$ cat src/rtl/ea_gen_pkg.sv
package ea_gen_pkg;
  localparam int unsigned ADDR_W   = 32;
  localparam int unsigned NUM_REGS = 8;
  localparam int unsigned SEL_W    = $clog2(NUM_REGS);
  localparam int unsigned SCALE_W  = 2;
  localparam int unsigned NARROW_W = 8;
  localparam int unsigned SP_CODE  = 4;

  typedef enum logic [2:0] {
    AM_IMM    = 3'd0,
    AM_ABS    = 3'd1,
    AM_REG    = 3'd2,
    AM_IND    = 3'd3,
    AM_BDISP  = 3'd4,
    AM_XDISP  = 3'd5,
    AM_BXDISP = 3'd6,
    AM_RSVD   = 3'd7
  } am_e;

  typedef struct packed {
    logic imm;
    logic regop;
    logic bad;
  } ea_flags_t;
endpackage

$ cat src/rtl/ea_regsel.sv
module ea_regsel #(
  parameter int unsigned W     = 32,
  parameter int unsigned NREG  = 8,
  parameter int unsigned SEL_W = $clog2(NREG)
) (
  input  logic [NREG*W-1:0] regs_flat,
  input  logic [SEL_W-1:0]  sel,
  output logic [W-1:0]      word
);
  logic [W-1:0] regs_a [NREG];

  for (genvar g = 0; g < NREG; g++) begin : g_unpack
    assign regs_a[g] = regs_flat[g*W +: W];
  end

  assign word = regs_a[sel];
endmodule

$ cat src/rtl/ea_dispext.sv
module ea_dispext #(
  parameter int unsigned W  = 32,
  parameter int unsigned NW = 8
) (
  input  logic [W-1:0] disp,
  input  logic         wide,
  output logic [W-1:0] disp_ext
);
  localparam int unsigned PAD_W = W - NW;

  logic [W-1:0] narrow_ext;

  assign narrow_ext = {{PAD_W{disp[NW-1]}}, disp[NW-1:0]};
  assign disp_ext   = wide ? disp : narrow_ext;
endmodule

$ cat src/rtl/ea_scaler.sv
module ea_scaler #(
  parameter int unsigned W       = 32,
  parameter int unsigned SCALE_W = 2
) (
  input  logic [W-1:0]       val,
  input  logic [SCALE_W-1:0] code,
  output logic [W-1:0]       scaled
);
  assign scaled = val << code;
endmodule

$ cat src/rtl/ea_combine.sv
module ea_combine
  import ea_gen_pkg::*;
#(
  parameter int unsigned W       = 32,
  parameter int unsigned SEL_W   = 3,
  parameter int unsigned SP_SEL  = 4
) (
  input  logic [2:0]       mode,
  input  logic [SEL_W-1:0] index_sel,
  input  logic             wide,
  input  logic [W-1:0]     base,
  input  logic [W-1:0]     scaled_idx,
  input  logic [W-1:0]     disp_ext,
  output logic [W-1:0]     ea_n,
  output ea_flags_t        flags_n
);
  logic idx_is_sp;

  assign idx_is_sp = (index_sel == SEL_W'(SP_SEL));

  always_comb begin
    ea_n    = '0;
    flags_n = '0;
    unique case (am_e'(mode))
      AM_IMM:    flags_n.imm   = 1'b1;
      AM_REG:    flags_n.regop = 1'b1;
      AM_ABS: begin
        if (!wide) flags_n.bad = 1'b1;
        else       ea_n        = disp_ext;
      end
      AM_IND:    ea_n = base;
      AM_BDISP:  ea_n = base + disp_ext;
      AM_XDISP: begin
        if (idx_is_sp || !wide) flags_n.bad = 1'b1;
        else                    ea_n        = scaled_idx + disp_ext;
      end
      AM_BXDISP: begin
        if (idx_is_sp) flags_n.bad = 1'b1;
        else           ea_n        = base + scaled_idx + disp_ext;
      end
      default:   flags_n.bad = 1'b1;
    endcase
  end
endmodule

$ cat src/rtl/ea_gen.sv
module ea_gen
  import ea_gen_pkg::*;
#(
  parameter int unsigned W       = ADDR_W,
  parameter int unsigned NREG    = NUM_REGS,
  parameter int unsigned SCW     = SCALE_W,
  parameter int unsigned NW      = NARROW_W,
  parameter int unsigned SP_SEL  = SP_CODE,
  localparam int unsigned SW     = $clog2(NREG),
  localparam int unsigned RF_W   = NREG * W
) (
  input  logic            clk,
  input  logic            rst_n,
  input  logic            in_valid,
  input  logic [2:0]      mode,
  input  logic [SW-1:0]   base_sel,
  input  logic [SW-1:0]   index_sel,
  input  logic [SCW-1:0]  scale,
  input  logic [W-1:0]    disp,
  input  logic            disp_wide,
  input  logic [RF_W-1:0] regs_flat,
  output logic            out_valid,
  output logic [W-1:0]    ea,
  output logic            imm_op,
  output logic            reg_op,
  output logic            bad_enc
);
  logic [1:0]  rst_sync;
  logic        rst_q;
  logic [W-1:0] base_w, index_w, scaled_w, disp_w, ea_n;
  ea_flags_t   flags_n;

  logic         vld_d, vld_q;
  logic [W-1:0] ea_d, ea_q;
  ea_flags_t    fl_d, fl_q;

  always_ff @(posedge clk or negedge rst_n) begin
    if (!rst_n) rst_sync <= 2'b00;
    else        rst_sync <= {rst_sync[0], 1'b1};
  end
  assign rst_q = rst_sync[1];

  ea_regsel #(.W(W), .NREG(NREG), .SEL_W(SW)) u_base (
    .regs_flat(regs_flat), .sel(base_sel), .word(base_w)
  );

  ea_regsel #(.W(W), .NREG(NREG), .SEL_W(SW)) u_index (
    .regs_flat(regs_flat), .sel(index_sel), .word(index_w)
  );

  ea_scaler #(.W(W), .SCALE_W(SCW)) u_scale (
    .val(index_w), .code(scale), .scaled(scaled_w)
  );

  ea_dispext #(.W(W), .NW(NW)) u_disp (
    .disp(disp), .wide(disp_wide), .disp_ext(disp_w)
  );

  ea_combine #(.W(W), .SEL_W(SW), .SP_SEL(SP_SEL)) u_comb (
    .mode(mode), .index_sel(index_sel), .wide(disp_wide),
    .base(base_w), .scaled_idx(scaled_w), .disp_ext(disp_w),
    .ea_n(ea_n), .flags_n(flags_n)
  );

  always_comb begin
    vld_d = in_valid;
    ea_d  = ea_q;
    fl_d  = fl_q;
    if (in_valid) begin
      ea_d = ea_n;
      fl_d = flags_n;
    end
  end

  always_ff @(posedge clk or negedge rst_q) begin
    if (!rst_q) begin
      vld_q <= 1'b0;
      ea_q  <= '0;
      fl_q  <= '0;
    end else begin
      vld_q <= vld_d;
      ea_q  <= ea_d;
      fl_q  <= fl_d;
    end
  end

  assign out_valid = vld_q;
  assign ea        = ea_q;
  assign imm_op    = fl_q.imm;
  assign reg_op    = fl_q.regop;
  assign bad_enc   = fl_q.bad;
endmodule

$ cat config.mk
export PLATFORM = sky130hd
export DESIGN_NAME = ea_gen
export DESIGN_NICKNAME = d
export VERILOG_FILES = /design/src/rtl/ea_gen_pkg.sv /design/src/rtl/ea_regsel.sv /design/src/rtl/ea_dispext.sv /design/src/rtl/ea_scaler.sv /design/src/rtl/ea_combine.sv /design/src/rtl/ea_gen.sv
export SDC_FILE = /design/constraint.sdc
export NUM_CORES = 1
export LEC_CHECK = 0
export CAP_MARGIN = 25
export CORE_UTILIZATION = 46
export DETAILED_ROUTE_END_ITERATION = 10
export PLACE_DENSITY = 0.87
export SLEW_MARGIN = 20
export SYNTH_ARGS = -nofsm -noshare
export SYNTH_HDL_FRONTEND = slang
export SYNTH_SLANG_ARGS = --single-unit
export TNS_END_PERCENT = 50
$ cat constraint.sdc
create_clock -name clk -period 1.3 [get_ports clk]
set_clock_uncertainty 0.15 [all_clocks]
set_input_delay 0.13 -clock clk [delete_from_list [all_inputs] [get_ports clk]]
set_output_delay 0.13 -clock clk [all_outputs]
set_load 0.02 [all_outputs]
==> flow_summary.ini, run 1 <==
[run_status]
status = did not finish
lastStage = global routing (5_1_grt)
error_line = [ERROR GRT-0232] Routing congestion too high. Check the congestion heatmap in the GUI.

[logic_synthesis]
ys_seq_elements = 38
ys_types = 82
ys_async_sr_fraction_pct = 100.0
yosysWarnings = 0
syn-cell-area_um2 = 12360
syn-instance-count = 1326
ys.flop_type = dfrtp_1
synth_edf_count = 0
synth_fp_nets = 1755
avgSynthCellArea_um2 = 9.319
yosysSeqAreaShare_pct = 7.695

[clock_tree]
cts_max_path_buffers = 2
cts_sinks = 38
cts-buffers-inserted = 5
cts_root_buf = clkbuf_16
cts_htree_levels = 2

[global_route]
grt_max_degree = 37
grt.total_usage_pct = 74.96
antenna_found_initial = 31
gr-total-overflow = 1

[timing]
worst_endpoint = ea[18]$_DFFE_PN0P_/D
worst-ep-kind = sequential cell input

[die]
ios = 339
rows = 59
die_y_um = 165.9
die_w_um = 165.9
start_util_pct = 47.15

[placed_design]
pre_cts_ws_ps = -3555
gp_congestion = 1.083
numPlacedInstances = 2386
hpwlAfterDp_mm = 50.57
io_buffer_count = 338
## layer usage
| layer | track usage, % | GRT overflow |
|---|---|---|
| met4 | 68.47 | 1 |
| met2 | 86.02 | 0 |
| met3 | 67.42 | 0 |
| met1 | 74.93 | 0 |
| met5 | 53.22 | 0 |
## logic make-up after synthesis
| group | count (synthesis) | share of synthesized area, % |
|---|---|---|
| XOR/XNOR | 77 | 5.458 |
| adder cells (fa/ha/maj) | 127 | 14.90 |
| flip-flops | 38 | 7.695 |
| other | 1 | 0.03035 |
| AND/OR/NAND/NOR | 320 | 11.97 |
| AO/OA/AOI/OAI | 400 | 22.22 |
| multiplexers | 253 | 34.16 |
| buffers and inverters | 110 | 3.564 |
## cell usage after synthesis, drive strengths merged, types with 16 or more instances
master / n / area [µm²]
a221oi: 17 / 155.1
nor2: 67 / 254.0
mux2: 60 / 675.7
a21oi: 103 / 534.3
inv: 21 / 78.83
xor2: 29 / 254.0
clkbuf: 65 / 245.2
nand2: 144 / 543.0
xnor2: 48 / 420.4
nor3: 19 / 105.1
fa: 34 / 680.7
o21ai: 72 / 360.3
dfrtp: 38 / 950.9
buf: 24 / 116.4
mux2i: 64 / 640.6
o221ai: 17 / 148.9
mux4: 129 / 2905
a211oi: 16 / 125.1
nand3: 18 / 90.09
a21o: 52 / 390.4
ha: 92 / 1151
## metrics by stage
stage               TNS, ps  cell area (µm²)  utilization, %
floorplan            -81710            12580               -
global placement     -98060            19620           74.86
detailed placement  -101630            19620           74.86
CTS                  -80500            20650           78.78
## what timing repair did
action                                  in CTS
endpoints found under the setup margin      36
pin swaps                                   67
hold endpoints to repair                     2
cloned                                       1
hold buffers                                 1
buffers inserted                            22
gates resized for setup                    219
==> run 2: changes to the inputs <==
--- a/config.mk
+++ b/config.mk
@@ -6,9 +6,9 @@
 export NUM_CORES = 1
 export LEC_CHECK = 0
 export CAP_MARGIN = 25
-export CORE_UTILIZATION = 46
+export CORE_UTILIZATION = 40
 export DETAILED_ROUTE_END_ITERATION = 10
-export PLACE_DENSITY = 0.87
+export PLACE_DENSITY_LB_ADDON = 0.15
 export SLEW_MARGIN = 20
 export SYNTH_ARGS = -nofsm -noshare
 export SYNTH_HDL_FRONTEND = slang
==> constraint.sdc (replaced) <==
create_clock -name clk -period 1.7 [get_ports clk]
set_clock_uncertainty 0.15 [all_clocks]
set_input_delay 0.17 -clock clk [delete_from_list [all_inputs] [get_ports clk]]
set_output_delay 0.17 -clock clk [all_outputs]
set_load 0.02 [all_outputs]
==> run 2 against run 1 <==
Effect of this change:
- the flow now finishes, with violations (setup timing)
- synthesized cell count is the same
- area after synthesis is the same
==> flow_summary.ini, run 2 <==
[power_and_ir_drop]
power_leakage_nw = 9.650
vdd_drop_max_mv = 0.4959
p_per_area_nw_per_um2 = 864.9
pwr-share-seq_pct = 6.1
switching_power_mw = 8.344
clkPwrFrac_pct = 5.0
power.internal_mw = 10.19
power.share.combinational_pct = 88.9
p_sw_share_pct = 45.02

[placed_design]
place_area_um2 = 20060
hpwlAfterDp_mm = 49.51
numPlacedInstances = 2481
gp_congestion = 1.053
io_buffer_count = 338

[layout]
syn_to_final_growth_pct = 73.44
nNetsFinal = 2549
final_common_cell = buf_4
layoutNonFillerInstCount = 2535
final_core_util_pct = 71.36
drive_above_1_share_pct = 42.92
fillCellCount = 2364
final_area_um2 = 21430
layout_common_cells = buf_4, clkdlybuf4s50_1, nand2_1
largest_reg_flops = 32

[global_route]
grt.total_usage_pct = 36.10
grt_pass1_vias = 14830
antenna_found_initial = 23
gr-total-overflow = 0
grt_first_pass_wirelength_mm = 85.91
grt_max_degree = 37

[clock_tree]
cts_sinks = 38
path_clk_slew_ps = 60
clkLatencyLatePin_ps = 290
cts_htree_levels = 2
cts_max_path_buffers = 2
cts_tree = done
cts-buffers-inserted = 5
cts_root_buf = clkbuf_16

[timing]
hold_viol = 0
hold_ws_ps = 138.5
fmax_mhz = 223.8
setup_ws_ps = -2767
report.final.slew_viol_count = 0
tns_ps = -72920
fin_crit_sh_pct = 262.8
period_needed_ps = 4467
rsz0062_at_grt = true
setup_viol_count_final = 32

[logic_synthesis]
syn-instance-count = 1326
synth_edf_count = 0
synth_fp_nets = 1755
ys_seq_elements = 38
syn-cell-area_um2 = 12360
ys.flop_type = dfrtp_1
yosysTopAreaCell = mux4_2
synth.most_common_cell = nand2_1
synthTopCellsByArea = mux4_2, ha_1, dfrtp_1
synth_top_cell_area_share_pct = 23.51
yosysSeqAreaShare_pct = 7.695
avgSynthCellArea_um2 = 9.319
ys_async_sr_fraction_pct = 100.0
yosysWarnings = 0
synth_common_cells = nand2_1, mux4_2, a21oi_1, ha_1, nor2_1
ys_types = 82

[critical_path]
r2r_cells = 7
crit_end = ea[21]
cp-startpoint = index_sel[0]
startpoint_type = input port
r2r_setup_slack_ps = -160
critPathKind = input port to register
path_max_fanout = 7
worstReg2RegEnd = ea[29]
cp.required_ps = 1710
path_cells = buf_12, buf_12, mux4_2, mux2i_4, mux2_4, nor2_2, fa_1, ha_2, fa_2, a211oi_2, nor2_2, o211ai_2, a31oi_4, a221o_1, a221oi_2, xnor2_1, a221oi_2, o21ai_1
worstSetupEndpointType = register
critical_path_arrival_ps = 4470
cp_slowest_cell = mux4_2
reg2reg_from = ea[29]
max_stage_delay_ps = 520

[detailed_routing]
routedWlPerCell_um = 22.92
wirelength_mm = 58.09
drt_first_pass_iters = 5
viasPerCell = 5.886
routed-via-count = 14920
route.detailed.drc = 0
drtIter0Drc = 1071
ant_nets = 0

[run_status]
violations = setup timing
status = finished with violations

[job]
drv_cap = 0

[die]
die_y_um = 177.8
core_um2 = 30030
fp.dieArea_um2 = 31600
ios = 339
die_w_um = 177.8
start_util_pct = 41.14
rows = 63

[worst_hold_path]
hp-class = register to asynchronous set/reset pin
## run 2: what timing repair did
item / CTS / global route
hold buffers: 1 / 0
gates resized for setup: 116 / 141
hold endpoints to repair: 2 / 0
endpoints found under the setup margin: 32 / 33
pin swaps: 43 / 63
setup buffers: 14 / 9
## run 2: per-layer routing
layer	share of wire, %	track usage, %	vias to the layer above
li1	-	-	6849
met1	44	51.47	7251
met2	44	55.29	712
met3	7.8	5.591	108
met4	3.7	12.22	0
met5	0	0	-
## run 2: power groups by stage
stage	logic, mW	registers (mW)	clock network (mW)
after global placement	14.0	1.14	0
after detailed placement	14.2	1.15	0
after CTS	15.3	1.13	0.932
after floorplan	7.35	1.32	0
final	16.5	1.13	0.921
after global routing	17.6	1.15	0.963
## run 2: critical path, delay by kind of cell
| kind | cells | cell delay, ps |
|---|---|---|
| AO/OA/AOI/OAI | 7 | 1750 |
| adder cells (fa/ha/maj) | 3 | 1050 |
| multiplexers | 3 | 970 |
| buffers and inverters | 2 | 240 |
| XOR/XNOR | 1 | 150 |
| AND/OR/NAND/NOR | 2 | 130 |
## run 2: per-stage QoR
stage                     worst slack [ps]  power, mW
after global routing                 -2903      19.74
after CTS                            -2727      17.32
final                                -2767      18.54
after global placement               -3392      15.19
after detailed placement             -3471      15.32
after floorplan                      -2690      8.669
## run 2: logic make-up (layout without fill, tap and decap cells)
logic type	Yosys count	in the layout	synth area share (%)
AOI/OAI and AO/OA	400	400	22.22
and+or+nand+nor	320	320	11.97
muxes	253	253	34.16
adders and majority gates	127	127	14.90
buffers and inverters	110	904	3.564
xor gates and xnor gates	77	77	5.458
DFF	38	38	7.695
other	1	26	0.03035
## run 2: worst min-delay path by stage
| stage | startpoint | to | slack (ps) |
|---|---|---|---|
| 2_1_floorplan | rst_n | rst_sync[0] | -280 |
| 6_report | rst_sync[1] | ea[29] | 140 |
| 3_3_place_gp | rst_sync[1] | out_valid | 150 |
| 4_1_cts | rst_sync[1] | ea[20] | 160 |
| 3_5_place_dp | rst_sync[1] | ea[21] | 160 |
| 5_1_grt | rst_sync[1] | ea[20] | 220 |
## run 2: cell type report
cell class              instances  area [µm²]  share of cell area (%)
diodes                         25       62.56                  0.2919
clock buffers                   5       125.1                  0.5838
clock inverters                 2       10.01                 0.04670
inverters                      21       78.83                  0.3678
multi-input cells            1178       11940                   55.73
flip-flops and latches         38       950.9                   4.437
well taps                     390       488.0                   2.277
repair buffers                876        7772                   36.27
No activity file was read; power rests on OpenSTA's default activity.
